$ cat config.mk
export PLATFORM = sky130hd
export DESIGN_NAME = burst_fifo
export DESIGN_NICKNAME = d
export VERILOG_FILES = /design/src/rtl/burst_fifo_pkg.sv /design/src/rtl/fifo_ring_ptr.sv /design/src/rtl/fifo_occ_decode.sv /design/src/rtl/fifo_reg_bank.sv /design/src/rtl/burst_fifo.sv
export SDC_FILE = /design/constraint.sdc
export NUM_CORES = 1
export LEC_CHECK = 0
export ABC_AREA = 0
export BUFFER_PORTS_ARGS = -buffer_cell sky130_fd_sc_hd__buf_2
export CORE_MARGIN = 2
export CORE_UTILIZATION = 25
export CTS_CLUSTER_SIZE = 30
export DETAILED_ROUTE_END_ITERATION = 8
export SYNTH_ARGS = -nofsm -noshare
export SYNTH_HDL_FRONTEND = slang
export SYNTH_SLANG_ARGS = --single-unit
$ cat constraint.sdc
create_clock -name clk -period 3.5 [get_ports clk]
set_input_delay 0.35 -clock clk [delete_from_list [all_inputs] [get_ports clk]]
set_output_delay 0.35 -clock clk [all_outputs]
set_load 0.1 [all_outputs]
$ cat src/rtl/burst_fifo_pkg.sv
package burst_fifo_pkg;

    localparam int WORD_W = 16;
    localparam int SLOTS  = 8;
    localparam int PTR_W  = $clog2(SLOTS);

    typedef enum logic [1:0] {
        ST_EMPTY   = 2'd0,
        ST_PARTIAL = 2'd1,
        ST_FULL    = 2'd2
    } occ_state_e;

endpackage

$ cat src/rtl/fifo_ring_ptr.sv
module fifo_ring_ptr #(
    parameter int PTR_W = 3
) (
    input  logic             clk,
    input  logic             rst,
    input  logic             step,
    output logic [PTR_W-1:0] ptr
);

    logic [PTR_W-1:0] ptr_q;

    // Power-of-two depth: the natural overflow of the adder is the wrap.
    always_ff @(posedge clk) begin
        if (rst) begin
            ptr_q <= '0;
        end else if (step) begin
            ptr_q <= ptr_q + 1'b1;
        end
    end

    assign ptr = ptr_q;

endmodule

$ cat src/rtl/fifo_occ_decode.sv
module fifo_occ_decode
    import burst_fifo_pkg::*;
#(
    parameter int PTR_W = 3
) (
    input  logic [PTR_W-1:0] wr_ptr,
    input  logic [PTR_W-1:0] rd_ptr,
    output occ_state_e       state,
    output logic             full,
    output logic             empty
);

    logic [PTR_W-1:0] wr_next;

    assign wr_next = wr_ptr + 1'b1;

    // Condition decode from the registered pointers.
    always_comb begin
        if (rd_ptr == wr_ptr) begin
            state = ST_EMPTY;
        end else if (rd_ptr == wr_next) begin
            state = ST_FULL;
        end else begin
            state = ST_PARTIAL;
        end
    end

    // Flag outputs per condition.
    always_comb begin
        full  = 1'b0;
        empty = 1'b0;
        unique case (state)
            ST_EMPTY:   empty = 1'b1;
            ST_FULL:    full  = 1'b1;
            ST_PARTIAL: begin
                full  = 1'b0;
                empty = 1'b0;
            end
            default: begin
                full  = 1'b0;
                empty = 1'b0;
            end
        endcase
    end

endmodule

$ cat src/rtl/fifo_reg_bank.sv
module fifo_reg_bank #(
    parameter int WORD_W = 16,
    parameter int SLOTS  = 8,
    parameter int PTR_W  = $clog2(SLOTS)
) (
    input  logic              clk,
    input  logic              wr_en,
    input  logic [PTR_W-1:0]  wr_idx,
    input  logic [WORD_W-1:0] wr_word,
    input  logic [PTR_W-1:0]  rd_idx,
    output logic [WORD_W-1:0] rd_word
);

    logic [WORD_W-1:0] slot_q [SLOTS];

    // One register per slot, loaded when the write index selects it.
    for (genvar s = 0; s < SLOTS; s++) begin : g_slot
        always_ff @(posedge clk) begin
            if (wr_en && (wr_idx == PTR_W'(s))) begin
                slot_q[s] <= wr_word;
            end
        end
    end

    assign rd_word = slot_q[rd_idx];

endmodule

$ cat src/rtl/burst_fifo.sv
module burst_fifo
    import burst_fifo_pkg::*;
(
    input  logic              clk,
    input  logic              rst,
    input  logic [WORD_W-1:0] wr_data,
    input  logic              push_req,
    input  logic              pop_req,
    output logic [WORD_W-1:0] rd_data,
    output logic              is_full,
    output logic              is_empty
);

    logic [PTR_W-1:0] wr_ptr;
    logic [PTR_W-1:0] rd_ptr;
    logic             push_ok;
    logic             pop_ok;
    occ_state_e       occ;

    // Requests are gated by the flags from before the edge.
    assign push_ok = push_req && !is_full;
    assign pop_ok  = pop_req  && !is_empty;

    fifo_ring_ptr #(.PTR_W(PTR_W)) u_wr_ptr (
        .clk  (clk),
        .rst  (rst),
        .step (push_ok),
        .ptr  (wr_ptr)
    );

    fifo_ring_ptr #(.PTR_W(PTR_W)) u_rd_ptr (
        .clk  (clk),
        .rst  (rst),
        .step (pop_ok),
        .ptr  (rd_ptr)
    );

    fifo_occ_decode #(.PTR_W(PTR_W)) u_occ (
        .wr_ptr (wr_ptr),
        .rd_ptr (rd_ptr),
        .state  (occ),
        .full   (is_full),
        .empty  (is_empty)
    );

    fifo_reg_bank #(.WORD_W(WORD_W), .SLOTS(SLOTS), .PTR_W(PTR_W)) u_bank (
        .clk     (clk),
        .wr_en   (push_ok),
        .wr_idx  (wr_ptr),
        .wr_word (wr_data),
        .rd_idx  (rd_ptr),
        .rd_word (rd_data)
    );

endmodule

==> results.yml, run 1 <==
clock_network:
  clk_pin_slew_worst_paths_ns: 0.06
  ctsHoldBuffers: 0
  post_cts_buffers: 0
  cts_tree: "done"
  cts_made_buffers: 17
  cts-root-buf: "clkbuf_16"
  clk_path_buf_depth: 2
  insertion_delay_ns: 0.41
  htreeDepth: 4
  clkSinkCount: 137
  cts_resized: 0
layout:
  fin_nets: 348
  postLayoutCellArea_mm2: 0.00677
  fin_cells: 615
  syn_to_final_growth_pct: 20.6
  utilization: 0.308
  drive_above_1_share: 0.311
  fillers: 2095
timing:
  final_max_slew_viol_count: 0
  setup_viol: 0
  rsz0062_at_grt: "no"
  slew_headroom: 0.349
  tns_ns: 0
  max_freq_mhz: 362
  min_period_ns: 2.76
  min_period_over_period: 0.789
  skew_ns: 0.0157
  tightestPinTransition_ns: 0.975
  hold_violations: 0
floorplan:
  num_rows: 54
  coreArea_mm2: 0.0220
  chipHeight_um: 154
  start_util: 0.256
  ioPinCount: 38
  die-area_mm2: 0.0237
  die_w_um: 154
worst_setup_path:
  startpoint_type: "flip-flop"
  critPathMaxFanout: 13
  r2r_cells: 6
  rrSetupSlack_ns: 0.95
  rr_endpoint: "u_bank.slot_q[6][2]"
  critical_path_required_ns: 3.15
  critPathKind: "reg -> out"
  worstSetupEndpointType: "primary output"
  r2r_start: "u_wr_ptr.ptr[0]"
  cp.arrival_ns: 2.41
global_routing:
  grt_pass1_wl_um: 16500
  grt_pass1_vias: 2801
  grt_antenna_before_repair: 2
  grt_max_degree: 33
  grt_overflow: 0
  grt_usage: 0.0945
pwr:
  ir_drop_uv: 489
  powerDensity_mw_per_mm2: 820
  leakagePower_nw: 2.27
  total_power_mw: 5.55
synthesis:
  netlist_top_cells_count: "128 x edfxtp_1, 27 x mux4_1, 16 x mux2_2"
  synth.area.top_cells: "edfxtp_1 68%, mux4_1 13%, dfxtp_1 3.2%"
  syn_area_per_cell_um2: 21.0
  synth_top_cell_area_share: 0.685
  yosysSeqAreaShare: 0.717
  ys_async_sr_fraction: 0
  yosysUniqueCellTypes: 37
  synth_seq_cells: 137
  syn-cell-area_mm2: 0.00561
  yosys_warnings: 0
  synth-edff-count: 128
  synth.most_common_cell: "edfxtp_1"
  syn_nets: 294
  synth-main-ff-cell: "edfxtp_1"
  yosysTopAreaCell: "edfxtp_1"
  syn-instance-count: 267
run:
  drv_cap: 0
route:
  drt-initial-drc-count: 153
  num_vias: 2717
  firstDrtPassIters: 4
  drc_errors: 0
  via_per_inst: 4.42
  drt_wl_total_um: 10600
  drtAntennaViolNets: 0
  wire_per_inst_um: 17.2
placement:
  post-dp-hpwl_um: 6540
  place_area_mm2: 0.00615
  placedCellCount: 582
  io_buffers: 37
  gp_congestion: 0.793
hold_path:
  whs_endpoint: "u_bank.slot_q[6][11]"
  hold_depth: 1
  min_from: "wr_data[11]"
  hold_class: "in -> reg"
outcome:
  status: "complete, no violations"
==> metrics by stage <==
stage / hold slack, ns / worst slack [ns]
5_1_grt: 0.203 / 0.614
2_1_floorplan: 0.449 / 0.376
4_1_cts: 0.193 / 0.686
3_3_place_gp: 0.616 / 1.03
6_report: 0.213 / 0.737
3_5_place_dp: 0.628 / 0.978
==> registers in the layout (all words and copies together) (netlist names), named ones only <==
signal,flops
u_bank.slot_q,128
u_wr_ptr.ptr,3
u_rd_ptr.ptr,3
==> per-layer routing <==
| layer | vias to the layer above | track usage | part of all wire |
|---|---|---|---|
| li1 | 1251 | - | - |
| met1 | 1387 | 0.122 | 0.46 |
| met2 | 73 | 0.147 | 0.49 |
| met3 | 4 | 0.0372 | 0.054 |
| met4 | 2 | 0.0294 | 0.0031 |
| met5 | - | 0 | 0.0012 |
==> where the power goes <==
group	total (mW)	internal [mW]	leakage, nW	switching (mW)
Combinational	1.69	0.444	0.744	1.24
Clock	1.83	1.14	0.296	0.689
Sequential	2.04	1.96	1.23	0.0748
Total	5.55	3.55	2.27	2.01
==> cells in the final DEF, fill, tap and decap left out, types with 3 or more instances in the layout <==
| master | instances |
|---|---|
| mux4_1 | 27 |
| clkbuf_16 | 17 |
| dfxtp_1 | 8 |
| a31oi_1 | 4 |
| a21oi_1 | 3 |
| edfxtp_1 | 128 |
| buf_2 | 37 |
| mux4_2 | 5 |
| inv_1 | 4 |
| o211ai_1 | 3 |
| inv_6 | 3 |
| bufinv_16 | 3 |
| o21ai_0 | 4 |
| mux2_2 | 16 |
| xor2_1 | 4 |
| ha_1 | 7 |
| nand3_1 | 3 |
| xnor2_1 | 4 |
| nand4_1 | 3 |
| and3_1 | 8 |
| clkinv_4 | 4 |
| buf_4 | 11 |
==> kinds of logic (layout without fill, tap and decap cells) <==
group                    after synthesis  in the layout  share of synthesized area
AND/OR/NAND/NOR                       32             32                     0.0370
XOR/XNOR                               8              8                     0.0125
AO/OA/AOI/OAI                         18             18                     0.0212
multiplexers                          48             48                      0.179
buffers and inverters                 17             84                     0.0185
other                                  0              1                          0
flip-flops                           137            137                      0.717
adder cells (fa/ha/maj)                7              7                     0.0156
==> worst max-delay path, stage by stage, from the launching register on <==
cell and delay [ns]:
dfxtp_2 0.49, buf_4 0.32, mux4_1 0.59, mux2_2 0.30, buf_2 0.30
==> how the worst max path moves through the flow <==
stage | start | to | slack (ns) | cells past startpoint
floorplan | u_rd_ptr.ptr[1] | is_empty | 0.38 | 3
global placement | u_wr_ptr.ptr[0] | u_bank.slot_q[4][10] | 1.03 | 6
detailed placement | u_wr_ptr.ptr[0] | u_bank.slot_q[6][10] | 0.98 | 6
CTS | flip-flop | rd_data[2] | 0.69 | 4
global route | flip-flop | rd_data[2] | 0.61 | 4
finish | flip-flop | rd_data[2] | 0.74 | 4
==> cell type report <==
cell class	instances	area, um^2	area share
diodes	1	2.50	0.000370
clock buffers	18	429	0.0634
clock inverters	14	189	0.0279
inverters	4	15.0	0.00222
multi-input cells	113	1490	0.220
flip-flops and latches	137	4030	0.595
well taps	280	350	0.0517
repair buffers	48	268	0.0395
(Power assumes the default switching activity.)
==> inputs of run 2 (changes only) <==
Settings changed: ABC_AREA 0 to 1.
Clock period 3.5 ns to 2.8 ns, I/O delays scaled along.
==> run 2 against run 1 <==
Net effect:
- final cell count grew 34%
- combinational power rose by 20%
- routed wire length is 15% higher
- sequential power up 23%
- register-to-register slack worse by 0.31 ns
- global-route usage up 1.2 points
- via count grew 33%
- non-clock buffer count grew 6
==> results.yml, run 2 <==
hold_path:
  hold_depth: 2
  whs_endpoint: "u_rd_ptr.ptr[2]"
  hold_class: "in -> reg"
  min_from: "rst"
timing:
  setup_viol: 0
  setup_ws_ns: 0.247
  min_period_ns: 2.55
  hold_violations: 0
  final_max_slew_viol_count: 0
  slew_headroom: 0.538
  rsz0062_at_grt: "no"
  min_period_over_period: 0.912
  skew_ns: 0.00787
  tightestPinTransition_ns: 0.692
  max_freq_mhz: 392
  tns_ns: 0
worst_setup_path:
  rr_endpoint: "u_bank.slot_q[6][8]"
  r2r_cells: 9
  crit_family: "buffers and inverters"
  critical_path_required_ns: 2.52
  crit_path_frequent_cell: "nand2_1"
  r2r_start: "u_wr_ptr.ptr[2]"
  crit_slowest_cell: "dfxtp_2"
  critPathMaxFanout: 29
  cp_num_buf_inv: 2
  rrSetupSlack_ns: 0.64
  cp.arrival_ns: 2.27
  worstSetupEndpointType: "primary output"
  critPathKind: "reg -> out"
  crit_chain: "buf_4 > o21ai_0 > o21ai_1 > nand2_1 > nand2_1 > buf_2"
  cp_slowest_stage_delay_ns: 0.71
  startpoint_type: "flip-flop"
clock_network:
  cts-root-buf: "clkbuf_16"
  cts_tree: "done"
  htreeDepth: 4
  cts_made_buffers: 17
  ctsHoldBuffers: 0
  post_cts_buffers: 0
  cts_resized: 0
  clkSinkCount: 137
  clk_path_buf_depth: 2
  insertion_delay_ns: 0.41
  clk_pin_slew_worst_paths_ns: 0.06
synthesis:
  syn-instance-count: 481
  synth_top_cell_area_share: 0.681
  synth_seq_cells: 137
  synth.area.top_cells: "edfxtp_1 68%, nor2_1 7.1%, o21ai_0 5.7%"
  syn_area_per_cell_um2: 11.7
  syn-cell-area_mm2: 0.00565
  netlist_top_cells_count: "128 x edfxtp_1, 107 x nor2_1, 69 x nand2_1"
  yosys_warnings: 0
  synth-main-ff-cell: "edfxtp_1"
  synth-edff-count: 128
  yosysUniqueCellTypes: 25
  syn_nets: 508
  yosysTopAreaCell: "edfxtp_1"
  yosysSeqAreaShare: 0.713
  synth.most_common_cell: "edfxtp_1"
  ys_async_sr_fraction: 0
route:
  drc_errors: 0
  firstDrtPassIters: 4
  wire_per_inst_um: 14.8
  drt-initial-drc-count: 283
  drtAntennaViolNets: 0
  via_per_inst: 4.38
  drt_wl_total_um: 12200
  num_vias: 3612
layout:
  final_common_cell: "edfxtp_1"
  diodes: 0
  final_cell_mix: "128 x edfxtp_1, 105 x nor2_1, 69 x nand2_1, 64 x o21ai_0, 37 x buf_2"
  utilization: 0.308
  largest_reg_flops: 128
  multi_input_area_mm2: 0.00141
  fin_nets: 558
  regMostFlops: "u_bank.slot_q"
  fillers: 2218
  drive_above_1_share: 0.188
  seqCellArea_mm2: 0.00403
  syn_to_final_growth_pct: 20.2
global_routing:
  grt_pass1_wl_um: 19500
  grt_usage: 0.107
  grt_antenna_before_repair: 0
  grt_max_degree: 46
  grt_pass1_vias: 3586
  grt_overflow: 0
placement:
  io_buffers: 37
  post-place-ws_ns: 0.658
  gp_congestion: 0.716
  post-dp-hpwl_um: 7450
pwr:
  leakagePower_nw: 2.44
  powerDensity_mw_per_mm2: 984
  ir_drop_uv: 457
floorplan:
  chipHeight_um: 154
  num_rows: 54
  coreArea_mm2: 0.0220
  ioPinCount: 38
  start_util: 0.256
  die_w_um: 154
  die-area_mm2: 0.0238
outcome:
  status: "complete, no violations"
run:
  drv_cap: 0
==> run 2: changes by cell type after synthesis, moves of 4 or more <==
cell	delta
nor2_1	+107
nand2_1	+68
o21ai_0	+60
o21ai_1	+32
mux4_1	-27
mux2_2	-16
buf_2	+13
inv_1	+12
and3_1	-8
mux4_2	-5
a31oi_1	-4
buf_1	-4
nor3_1	+4
==> run 2: layer usage <==
metal	vias to the layer above	global-route usage	wire, um
li1	1771	-	-
met1	1775	0.133	5550
met2	53	0.182	6120
met3	13	0.0238	336
met4	0	0.0406	181
met5	-	0	0
==> run 2: metrics by stage <==
step	area, um^2	cells	hold slack [ns]	total power, mW
global route	6790	824	0.0525	6.99
CTS	6790	824	0.0316	6.75
global placement	6210	792	0.467	4.57
finish	6790	824	0.0444	6.68
floorplan	5650	481	0.349	4.16
detailed placement	6210	792	0.473	4.59
==> run 2: worst max path at each step <==
stage	slack, ns	endpoint	from	cells past startpoint
3_5_place_dp	0.66	u_bank.slot_q[6][11]	u_wr_ptr.ptr[0]	9
4_1_cts	0.20	rd_data[12]	flip-flop	6
2_1_floorplan	0.02	u_bank.slot_q[0][0]	u_wr_ptr.ptr[0]	8
3_3_place_gp	0.68	rd_data[12]	flip-flop	6
6_report	0.25	rd_data[12]	flip-flop	6
5_1_grt	0.06	rd_data[12]	flip-flop	6
==> run 2: kinds of logic after synthesis <==
logic type	count (synthesis)	synth area share
DFF	137	0.713
buffers and inverters	42	0.0432
adders and majority gates	7	0.0155
and+or+nand+nor	192	0.136
AOI/OAI and AO/OA	101	0.0895
xor gates and xnor gates	2	0.00310
==> run 2: final cells by class <==
type | count | area share
Clock inverter | 15 | 0.0223
Sequential cell | 137 | 0.593
Timing Repair Buffer | 54 | 0.0516
Multi-Input combinational cell | 302 | 0.208
Inverter | 19 | 0.0105
Clock buffer | 17 | 0.0627
Tap cell | 280 | 0.0516
==> run 2: where the power goes <==
| part | switching [mW] | total, mW | internal [mW] |
|---|---|---|---|
| Sequential | 0.101 | 2.51 | 2.40 |
| Combinational | 1.60 | 2.02 | 0.421 |
| Clock | 0.849 | 2.16 | 1.31 |
